**config.mk**
```make
export PLATFORM = sky130hd
export DESIGN_NAME = rstc_periph_reset
export DESIGN_NICKNAME = d
export VERILOG_FILES = /design/src/rtl/rstc_pkg.sv /design/src/rtl/rstc_decode.sv /design/src/rtl/rstc_word.sv /design/src/rtl/rstc_readback.sv /design/src/rtl/rstc_periph_reset.sv
export SDC_FILE = /design/constraint.sdc
export NUM_CORES = 1
export LEC_CHECK = 0
export ABC_AREA = 1
export CAP_MARGIN = 10
export CORE_MARGIN = 10
export CORE_UTILIZATION = 50
export CTS_CLUSTER_SIZE = 12
export DETAILED_ROUTE_END_ITERATION = 8
export DONT_BUFFER_PORTS = 1
export PLACE_DENSITY = 0.74
export SETUP_SLACK_MARGIN = 0.1
export SLEW_MARGIN = 10
export SYNTH_ARGS = -nofsm -noshare
export SYNTH_HDL_FRONTEND = slang
export SYNTH_SLANG_ARGS = --single-unit
```
**constraint.sdc**
```tcl
create_clock -name clk -period 1.6 [get_ports clk]
set_input_delay 0.08 -clock clk [delete_from_list [all_inputs] [get_ports clk]]
set_output_delay 0.08 -clock clk [all_outputs]
set_load 0.02 [all_outputs]
```
**src/rtl/rstc_pkg.sv**
```systemverilog
package rstc_pkg;

  localparam int WORD_W = 32;

  typedef enum logic [0:0] {
    STYLE_LEVEL = 1'b0,
    STYLE_PAIR  = 1'b1
  } reg_style_e;

  typedef enum logic [1:0] {
    ACC_LEVEL = 2'd0,
    ACC_SET   = 2'd1,
    ACC_CLR   = 2'd2,
    ACC_NONE  = 2'd3
  } acc_kind_e;

endpackage

```
**src/rtl/rstc_decode.sv**
```systemverilog
module rstc_decode
  import rstc_pkg::*;
#(
  parameter int         ADDR_W    = 8,
  parameter int         NUM_WORDS = 2,
  parameter reg_style_e STYLE     = STYLE_LEVEL
) (
  input  logic [ADDR_W-1:0]    addr,
  input  logic                 wen,
  input  logic                 ren,
  input  logic                 wdata_msb,
  output logic [NUM_WORDS-1:0] wr_en,
  output acc_kind_e            wr_kind,
  output logic                 rd_hit,
  output logic [NUM_WORDS-1:0] rd_sel,
  output logic                 sys_hit
);

  localparam int WORD_AW = ADDR_W - 2;
  localparam int SHIFT   = (STYLE == STYLE_PAIR) ? 3 : 2;
  localparam int SLOT_W  = ADDR_W - SHIFT;

  logic [SLOT_W-1:0]  slot;
  logic               slot_ok;
  logic [WORD_AW-1:0] word_addr;

  assign word_addr = addr[ADDR_W-1:2];
  assign slot      = addr[ADDR_W-1:SHIFT];
  assign slot_ok   = (slot < SLOT_W'(NUM_WORDS));

  generate
    if (STYLE == STYLE_PAIR) begin : g_pair
      assign wr_kind = addr[2] ? ACC_CLR : ACC_SET;
    end else begin : g_level
      assign wr_kind = ACC_LEVEL;
    end
  endgenerate

  for (genvar k = 0; k < NUM_WORDS; k++) begin : g_sel
    logic match;
    assign match    = slot_ok && (slot == SLOT_W'(k));
    assign wr_en[k] = wen && match;
    assign rd_sel[k] = ren && match;
  end

  assign rd_hit  = ren && slot_ok;
  assign sys_hit = wen && (word_addr == '0) && wdata_msb;

endmodule

```
**src/rtl/rstc_word.sv**
```systemverilog
module rstc_word
  import rstc_pkg::*;
#(
  parameter reg_style_e STYLE = STYLE_LEVEL,
  parameter int         W     = 32
) (
  input  logic         clk,
  input  logic         rst,
  input  logic         wr_en,
  input  acc_kind_e    wr_kind,
  input  logic [W-1:0] wdata,
  output logic [W-1:0] level
);

  logic [W-1:0] level_q;
  logic [W-1:0] level_d;

  generate
    if (STYLE == STYLE_PAIR) begin : g_pair
      always_comb begin
        level_d = level_q;
        if (wr_en) begin
          case (wr_kind)
            ACC_SET: level_d = level_q | wdata;
            ACC_CLR: level_d = level_q & ~wdata;
            default: level_d = level_q;
          endcase
        end
      end
    end else begin : g_level
      always_comb begin
        level_d = level_q;
        if (wr_en && (wr_kind == ACC_LEVEL)) level_d = wdata;
      end
    end
  endgenerate

  always_ff @(posedge clk) begin
    if (rst) level_q <= '0;
    else     level_q <= level_d;
  end

  assign level = level_q;

  // no write, no change
  p_hold_r11: assert property (@(posedge clk) disable iff (rst)
    !wr_en |=> $stable(level));

  generate
    if (STYLE == STYLE_PAIR) begin : g_pair_chk
      // set bits end up high
      p_set_r5: assert property (@(posedge clk) disable iff (rst)
        (wr_en && wr_kind == ACC_SET) |=> ((level & $past(wdata)) == $past(wdata)));
      // clear bits end up low
      p_clr_r6: assert property (@(posedge clk) disable iff (rst)
        (wr_en && wr_kind == ACC_CLR) |=> ((level & $past(wdata)) == '0));
      // zero data bits leave lines untouched
      p_zero_keep_r6: assert property (@(posedge clk) disable iff (rst)
        wr_en |=> (((level ^ $past(level)) & ~$past(wdata)) == '0));
    end else begin : g_level_chk
      // level write loads the word
      p_load_r3: assert property (@(posedge clk) disable iff (rst)
        wr_en |=> (level == $past(wdata)));
    end
  endgenerate

endmodule

```
**src/rtl/rstc_readback.sv**
```systemverilog
module rstc_readback #(
  parameter int NUM_WORDS = 2,
  parameter int W         = 32
) (
  input  logic                        clk,
  input  logic                        rst,
  input  logic                        ren,
  input  logic                        rd_hit,
  input  logic [NUM_WORDS-1:0]        rd_sel,
  input  logic [NUM_WORDS-1:0][W-1:0] levels,
  output logic [W-1:0]                rdata
);

  logic [W-1:0] mux_out;
  logic [W-1:0] rdata_q;

  always_comb begin
    mux_out = '0;
    for (int k = 0; k < NUM_WORDS; k++) begin
      if (rd_sel[k]) mux_out = mux_out | levels[k];
    end
  end

  always_ff @(posedge clk) begin
    if (rst)                rdata_q <= '0;
    else if (ren && rd_hit) rdata_q <= mux_out;
    else                    rdata_q <= '0;
  end

  assign rdata = rdata_q;

  // unmapped read returns zero
  p_unmapped_zero_r9: assert property (@(posedge clk) disable iff (rst)
    (ren && !rd_hit) |=> (rdata == '0));
  // no read, zero data
  p_idle_zero_r10: assert property (@(posedge clk) disable iff (rst)
    !ren |=> (rdata == '0));
  // at most one word answers a read
  p_one_word_r4: assert property (@(posedge clk) disable iff (rst)
    $onehot0(rd_sel));

endmodule

```
**src/rtl/rstc_periph_reset.sv**
```systemverilog
module rstc_periph_reset
  import rstc_pkg::*;
#(
  parameter int         NUM_LINES = 64,
  parameter int         ADDR_W    = 8,
  parameter reg_style_e STYLE     = STYLE_LEVEL
) (
  input  logic                 clk,
  input  logic                 rst,
  input  logic [ADDR_W-1:0]    bus_addr,
  input  logic                 bus_wen,
  input  logic [31:0]          bus_wdata,
  input  logic                 bus_ren,
  output logic [31:0]          bus_rdata,
  output logic [NUM_LINES-1:0] periph_rst,
  output logic                 sys_rst_req
);

  localparam int NUM_WORDS = NUM_LINES / WORD_W;

  logic [NUM_WORDS-1:0]             wr_en;
  logic [NUM_WORDS-1:0]             rd_sel;
  acc_kind_e                        wr_kind;
  logic                             rd_hit;
  logic                             sys_hit;
  logic                             sys_q;
  logic [NUM_WORDS-1:0][WORD_W-1:0] word_lvl;

  rstc_decode #(
    .ADDR_W    (ADDR_W),
    .NUM_WORDS (NUM_WORDS),
    .STYLE     (STYLE)
  ) u_decode (
    .addr      (bus_addr),
    .wen       (bus_wen),
    .ren       (bus_ren),
    .wdata_msb (bus_wdata[31]),
    .wr_en     (wr_en),
    .wr_kind   (wr_kind),
    .rd_hit    (rd_hit),
    .rd_sel    (rd_sel),
    .sys_hit   (sys_hit)
  );

  for (genvar k = 0; k < NUM_WORDS; k++) begin : g_word
    rstc_word #(
      .STYLE (STYLE),
      .W     (WORD_W)
    ) u_word (
      .clk     (clk),
      .rst     (rst),
      .wr_en   (wr_en[k]),
      .wr_kind (wr_kind),
      .wdata   (bus_wdata),
      .level   (word_lvl[k])
    );
  end

  rstc_readback #(
    .NUM_WORDS (NUM_WORDS),
    .W         (WORD_W)
  ) u_readback (
    .clk    (clk),
    .rst    (rst),
    .ren    (bus_ren),
    .rd_hit (rd_hit),
    .rd_sel (rd_sel),
    .levels (word_lvl),
    .rdata  (bus_rdata)
  );

  always_ff @(posedge clk) begin
    if (rst) sys_q <= 1'b0;
    else     sys_q <= sys_hit;
  end

  assign sys_rst_req = sys_q;
  assign periph_rst  = word_lvl;

  // a request only follows a qualifying write
  p_sys_cause_r8: assert property (@(posedge clk) disable iff (rst)
    sys_rst_req |-> ($past(bus_wen) && ($past(bus_addr[ADDR_W-1:2]) == '0) && $past(bus_wdata[31])));
  // a qualifying write always raises the request next cycle
  p_sys_fire_r8: assert property (@(posedge clk) disable iff (rst)
    (bus_wen && (bus_addr[ADDR_W-1:2] == '0) && bus_wdata[31]) |=> sys_rst_req);
  // unmapped write selects no word
  p_wr_onehot_r9: assert property (@(posedge clk) disable iff (rst)
    $onehot0(wr_en));
  // idle bus keeps every line
  p_idle_hold_r11: assert property (@(posedge clk) disable iff (rst)
    !bus_wen |=> $stable(periph_rst));

endmodule

```
==> results of run 1 <==
cells by family (layout without fill, tap and decap cells):
group           after synthesis  in the layout  share of synthesized area, %
compound gates               33             33                          4.12
buf+inv                      86            107                          10.2
flops                        97             97                          48.4
simple gates                332            332                          37.3
power by group through the flow:
stage	logic [mW]	clock network (mW)	registers (mW)
after floorplan	0.184	0	2.50
after global placement	0.180	0	2.51
after detailed placement	0.185	0	2.51
after CTS	0.297	1.77	2.45
after global routing	0.333	1.89	2.45
final	0.303	1.74	2.45
layer usage:
metal	vias up	GRT usage, %
met1	1714	23.0
met3	14	7.43
met4	0	5.02
li1	1801	-
met2	190	31.3
met5	-	0
synth_stat cells, drive strengths merged:
master and n:
a21oi 32, nor2 134, nand3 34, dfxtp 97, o21ai 1, nand2 99
clkbuf 5, inv 39, buf 42, nand4 65
registers in the layout, summed over array words and instances, names as in the netlist:
| signal | cells |
|---|---|
| sys_rst_req | 1 |
| g_word.u_word.level | 64 |
| u_readback.rdata | 32 |
layout make-up:
| class | instances | share of cell area (%) |
|---|---|---|
| clock buffers | 11 | 3.04 |
| flip-flops and latches | 97 | 41.8 |
| clock inverters | 4 | 1.64 |
| repair buffers | 53 | 11.7 |
| well taps | 102 | 2.75 |
| inverters | 39 | 3.15 |
| multi-input cells | 365 | 35.9 |
through the flow:
step / total power, mW / std cells / hold WS (ps)
final: 4.49 / 671 / 104
after global routing: 4.67 / 671 / 87.4
after CTS: 4.52 / 671 / 84.9
after detailed placement: 2.69 / 616 / 230
after global placement: 2.69 / 616 / 226
after floorplan: 2.69 / 548 / 212
critical path, stage by stage, from the launching register on:
cell and delay [ps]:
sky130_fd_sc_hd__dfxtp_1 510, sky130_fd_sc_hd__nand3_1 110, sky130_fd_sc_hd__dlygate4sd3_1 580, sky130_fd_sc_hd__a21oi_1 190
worst paths after layout:
check / from / endpoint / slack, ps / cells past startpoint
worst min-delay path: bus_addr[2] / u_readback.rdata[2] / 100 / 4
worst max register to register: g_word[0].u_word.level[0] / u_readback.rdata[0] / 140 / 3
worst max-delay path: g_word[0].u_word.level[0] / u_readback.rdata[0] / 140 / 3
worst min register to register: g_word[0].u_word.level[23] / g_word[0].u_word.level[23] / 600 / 2
timing repair:
| action | CTS | global route |
|---|---|---|
| endpoints found under the hold margin | 97 | 0 |
| endpoints found under the setup margin | 0 | 0 |
| hold buffers | 40 | 0 |
==> results.md, run 1 <==
- Syn. warnings: 0
- Vertical die dimension: 110 um
- Routed metal-1 wire length: 4.70 mm
- Number of antenna violations at the first check in global routing: 0
- Core ar.: 7770 um^2
- Row cnt: 32
- Number of global-route vias before repair: 3380
- Post-DP HPWL: 7.54 mm
- MaxCap Viol Count: 0
- Number of buffers inserted to repair setup after CTS: 0
- Most frequent cells in the layout: sky130_fd_sc_hd__nor2_1 (129), sky130_fd_sc_hd__nand2_1 (99), sky130_fd_sc_hd__dfxtp_1 (97), sky130_fd_sc_hd__nand4_1 (65), sky130_fd_sc_hd__dlygate4sd3_1 (38)
- Via total after detailed routing: 3719
- Global-route wire length before repair: 18.3 mm
- Period minus WS final: 1460 ps
- Clock transition time at the flip-flop clock pins of the worst setup and hold paths: 90 ps
- Number of clock sinks: 97
- Worst min-delay path class: in2reg
- Switching part of the total: 23.0%
- Netlist Area Pre-Place: 4010 um^2
- Final count of negative-setup-slack endpoints: 0
- GRT Resource Usage Total: 19.1%
- Post-Syn Nets: 592
- Slew HR: 75.5%
- Final Cycle Share: 91.0%
- Fraction of final layout cells with drive strength greater than 1: 7.03%
- Die X-Extent: 110 um
- Clock latency reported for the late side of the worst-skew pair: 340 ps
- Synth top area cells: sky130_fd_sc_hd__dfxtp_1 (48%), sky130_fd_sc_hd__nor2_1 (12%), sky130_fd_sc_hd__nand4_1 (10%)
- Cell Pwr Density: 967 nW/um^2
- Leading cell type in the layout, fill and taps excluded: sky130_fd_sc_hd__nor2_1
- Number of nets still failing antenna checks after routing: 0
- Slew at the pin with the worst max-slew slack: 367 ps
- Result of the run: completed
- Cell area after layout: 4640 um^2
- Kind of launch point of the worst setup path: flop
- Number of instances resized during post-cts repair: 0
- Worst-case clock buffer depth: 2
- Number of DRC violations after detailed-routing iteration 0: 329
- Setup tns final: 0 ps
- Floorplan die area: 12000 um^2
- Number of fill cells in the layout: 699
- Standby leakage power: 1.80 nW
- Total area of sequential cells: 1940 um^2
- Post-synthesis area per instance: 7.32 um^2
- Number of CTS-inserted buffers: 9
- Per-cell routed wire length: 17.7 um
- Post-synthesis cell type with the largest combined area: sky130_fd_sc_hd__dfxtp_1
- Starting utilization of the core area: 51.7%
- Worst setup path class: reg2reg
- Critical path arrival: 1730 ps
- H-tree levels: 3
- Placed inst area: 4010 um^2
- Final Wtd Congestion: 0.807
- Remaining design rule violation count: 0
- Achievable clock frequency: 687 MHz
- Area share of the largest cell type after synthesis: 48.4%
- Crit Path Max Fanout: 3
- Top layer reached by signal wires: met4
- Flop and latch count out of synthesis: 97
- Synthesized netlist cell count: 548
- Switching pwr: 1.03 mW
- Highest ir drop seen on vdd: 492 uV
- Crit. End Element: flop
- Cell-internal power: 3.46 mW
- Reg power frac: 54.6%
- CTS tree: built
- Final core utilization: 59.8%
- Metal3 WL: 1.28 mm
- Yosys cell types: 18
- Average via count per standard cell: 5.54
- RSZ-0062 raised after global routing: false
- Share of total power in combinational logic: 6.7%
- Iteration count of the initial detailed-routing pass: 5
- Pin count of the biggest net entering global routing: 60
- Worst-case setup slack after placement: 292 ps
- Post-route setup slack: 144 ps
- Clock group share of total power: 38.7%
- Ant. Diodes: 0
- Total Wirelength: 11.9 mm
- Total area of multi-input combinational cells: 1670 um^2
- Layout Skew: 9.47 ps
- Sequential area share after synthesis: 48.4%
- Quantity of I/O buffers inserted on ports: 0
- Remaining Overflow, GRT: 0
- Required time at the worst-slack endpoint: 1870 ps
- Met2 wire len: 5.79 mm
- Clock root buffer: sky130_fd_sc_hd__clkbuf_8
- Post-layout nets: 609
- Number of I/O pins: 141
- Number of hold-slack violations in the final timing report: 0
- Max-slew violation total from the final report: 0
- Area growth from synthesis to layout: 15.7%
No activity file was read; power rests on OpenSTA's default activity.
==> run 2, diff against run 1 <==
ABC_AREA = 0   (was 1)
SKIP_LAST_GASP = 1   (was unset)
==> run 2 against run 1 <==
Against the previous run:
- count of clock-buffer cells in the layout fell by 1
- area after synthesis decreased by 2.7%
- critical path depth up 2
- clock power decreased by 21%
- worst hold slack got worse by 34 ps
- combinational power down 19%
- setup slack improved by 62 ps
- global-route usage fell by 3.0 points
- sequential cell count stayed put
- sequential share of layout area grew 1.1 points
- die area fell by 2.2%
- final cell count is 26% lower
- critical path type is now in2reg
- largest cell class unchanged
- highest routed layer unchanged
==> results.md, run 2 <==
- Worst min-delay path class: in2reg
- Final count of negative-setup-slack endpoints: 0
- Result of the run: completed
- Register-to-Register Path Depth: 3
- Post-Syn Nets: 398
- Most frequent cells in the layout: sky130_fd_sc_hd__dfxtp_1 (97), sky130_fd_sc_hd__nand2b_1 (96), sky130_fd_sc_hd__mux2i_1 (96), sky130_fd_sc_hd__dlygate4sd3_1 (44), sky130_fd_sc_hd__nor2_1 (32)
- Final core utilization: 59.1%
- Post-synthesis area per instance: 11.0 um^2
- CTS tree: built
- Number of buffers inserted to repair setup after CTS: 0
- Area growth from synthesis to layout: 15.8%
- Via total after detailed routing: 2552
- Worst setup path class: in2reg
- Pin count of the biggest net entering global routing: 95
- Netlist Area Pre-Place: 3900 um^2
- Number of I/O pins: 141
- Total Wirelength: 9.56 mm
- Iteration count of the initial detailed-routing pass: 4
- Switching pwr: 0.938 mW
- Global-route wire length before repair: 15.1 mm
- Kind of launch point of the worst setup path: primary input
- Post-cts hold buffer count: 46
- Fraction of final layout cells with drive strength greater than 1: 6.33%
- Pwr Total: 4.06 mW
- Synthesized netlist cell count: 354
- Number of CTS-inserted buffers: 9
- Share of synthesized registers carrying an async set or reset: 0%
- Max-slew violation total from the final report: 0
- Core ar.: 7650 um^2
- Crit Path Max Fanout: 13
- Largest register FFs: 64
- Average via count per standard cell: 5.13
- Synth top cells by count: sky130_fd_sc_hd__dfxtp_1 (97), sky130_fd_sc_hd__mux2i_1 (96), sky130_fd_sc_hd__nand2b_1 (96)
- Row cnt: 32
- Clock transition time at the flip-flop clock pins of the worst setup and hold paths: 100 ps
- Worst-case clock buffer depth: 2
- Sequential area share after synthesis: 49.7%
- Crit. End Element: flop
- Standby leakage power: 1.82 nW
- Source of the worst register-to-register timing path: g_word[1].u_word.level[24]
- Floorplan die area: 11700 um^2
- Switching part of the total: 23.1%
- Post-layout nets: 435
- GRT Resource Usage Total: 16.1%
- Number of hold-slack violations in the final timing report: 0
- Per-cell routed wire length: 19.2 um
- Setup tns final: 0 ps
- Number of clock sinks: 97
- MaxCap Viol Count: 0
- RSZ-0062 raised after global routing: false
- Ant. Diodes: 0
- Reg-to-reg setup timing slack: 230 ps
- Required time at the worst-slack endpoint: 1870 ps
- Critical path arrival: 1660 ps
- Cell with the most instances after synthesis: sky130_fd_sc_hd__dfxtp_1
- Remaining design rule violation count: 0
- Count of non-filler cells in the finished layout: 497
- Layout Skew: 8.01 ps
- Clock group share of total power: 34.0%
- Die X-Extent: 108 um
- Vertical die dimension: 108 um
- Quantity of I/O buffers inserted on ports: 0
- Number of fill cells in the layout: 651
- Area share of the largest cell type after synthesis: 49.7%
- Reg power frac: 59.9%
- Yosys cell types: 16
- Cell Pwr Density: 898 nW/um^2
- Endpoint of the lowest-slack register-to-register path: u_readback.rdata[24]
- Number of flops mapped to enable cells by yosys: 0
- Number of instances resized during post-cts repair: 0
- Share of total power in combinational logic: 6.1%
- Period minus WS final: 1390 ps
- Number of global-route vias before repair: 2728
- Clock latency reported for the late side of the worst-skew pair: 350 ps
- Cell-internal power: 3.12 mW
- Slew at the pin with the worst max-slew slack: 492 ps
- Achievable clock frequency: 717 MHz
- Flop and latch count out of synthesis: 97
- Leading cell type in the layout, fill and taps excluded: sky130_fd_sc_hd__dfxtp_1
- Remaining Overflow, GRT: 0
- Number of antenna violations at the first check in global routing: 1
- Starting utilization of the core area: 51.0%
- Startpoint of the most critical hold path: bus_addr[2]
- Number of DRC violations after detailed-routing iteration 0: 82
- Clock root buffer: sky130_fd_sc_hd__clkbuf_8
- H-tree levels: 3
- Predominant post-synthesis flop cell: sky130_fd_sc_hd__dfxtp_1
- Synth top area cells: sky130_fd_sc_hd__dfxtp_1 (50%), sky130_fd_sc_hd__mux2i_1 (25%), sky130_fd_sc_hd__nand2b_1 (15%)
- Post-DP HPWL: 6.03 mm
- Slew HR: 67.2%
- Final Cycle Share: 87.2%
- Post-synthesis cell type with the largest combined area: sky130_fd_sc_hd__dfxtp_1
- Highest ir drop seen on vdd: 580 uV
- Number of nets still failing antenna checks after routing: 0
- Endpoint, Worst Hold: g_word[1].u_word.level[5]
- Final Wtd Congestion: 0.738
- Cell depth of the worst min-delay path: 2
- Syn. warnings: 0
- Number of placed instances with taps included: 436
## run 2: cell types whose count changed after synthesis, moves of 5 or more
cell	change
sky130_fd_sc_hd__nand3_1	-32
sky130_fd_sc_hd__buf_2	-11
sky130_fd_sc_hd__buf_12	+5
sky130_fd_sc_hd__clkbuf_1	+5
sky130_fd_sc_hd__nand2b_1	+96
sky130_fd_sc_hd__buf_4	-9
sky130_fd_sc_hd__mux2i_1	+96
sky130_fd_sc_hd__nand4_1	-65
sky130_fd_sc_hd__a21oi_1	-32
sky130_fd_sc_hd__nand2_1	-99
sky130_fd_sc_hd__nor2_1	-98
sky130_fd_sc_hd__buf_1	-10
sky130_fd_sc_hd__inv_1	-36
## run 2: metrics by stage
step | area, um^2 | hold slack (ps) | setup slack, ps
5_1_grt | 4520 | 81.9 | 128
3_5_place_dp | 3870 | 248 | 371
2_1_floorplan | 3900 | 255 | 546
4_1_cts | 4520 | 55.1 | 202
3_3_place_gp | 3870 | 240 | 462
6_report | 4520 | 69.7 | 205
## run 2: worst max path at each step
stage | cells after the start | slack [ps] | end | start
floorplan | 5 | 550 | g_word[1].u_word.level[11] | bus_addr[3]
global placement | 4 | 460 | g_word[1].u_word.level[29] | bus_addr[3]
detailed placement | 4 | 370 | g_word[1].u_word.level[25] | bus_addr[3]
CTS | 5 | 200 | g_word[1].u_word.level[25] | bus_addr[4]
global route | 5 | 130 | g_word[1].u_word.level[9] | bus_addr[4]
finish | 5 | 210 | g_word[1].u_word.level[25] | bus_addr[4]
## run 2: cell type report
cell class / count / area [um^2] / share of cell area (%)
clock inverters: 5 / 33.8 / 0.747
flip-flops and latches: 97 / 1940 / 42.9
multi-input cells: 233 / 1770 / 39.2
repair buffers: 50 / 518 / 11.5
well taps: 102 / 128 / 2.82
clock buffers: 10 / 128 / 2.82
## run 2: cells by family after synthesis
family        share of synthesized area [%]
mux                                    24.6
simple gates                           20.8
buf+inv                                4.84
flops                                  49.7
## run 2: worst max-delay path, cell delays in order
cell and delay, ps:
sky130_fd_sc_hd__dlygate4sd3_1 570, sky130_fd_sc_hd__nor3_4 230, sky130_fd_sc_hd__and4_4 270, sky130_fd_sc_hd__buf_4 270, sky130_fd_sc_hd__mux2i_1 230
## run 2: per-layer routing
metal  GRT usage (%)  part of all wire (%)  up-vias
met5               0                     0        -
met4            5.74                   1.3        0
met3            6.84                    10       12
met1            18.4                    40     1211
met2            26.3                    48       85
li1                -                     -     1244
## run 2: power by group through the flow
| stage | clock network, mW | registers [mW] | logic (mW) |
|---|---|---|---|
| 6_report | 1.38 | 2.43 | 0.246 |
| 3_3_place_gp | 0 | 2.49 | 0.107 |
| 3_5_place_dp | 0 | 2.49 | 0.110 |
| 5_1_grt | 1.53 | 2.44 | 0.265 |
| 4_1_cts | 1.43 | 2.43 | 0.246 |
| 2_1_floorplan | 0 | 2.49 | 0.142 |
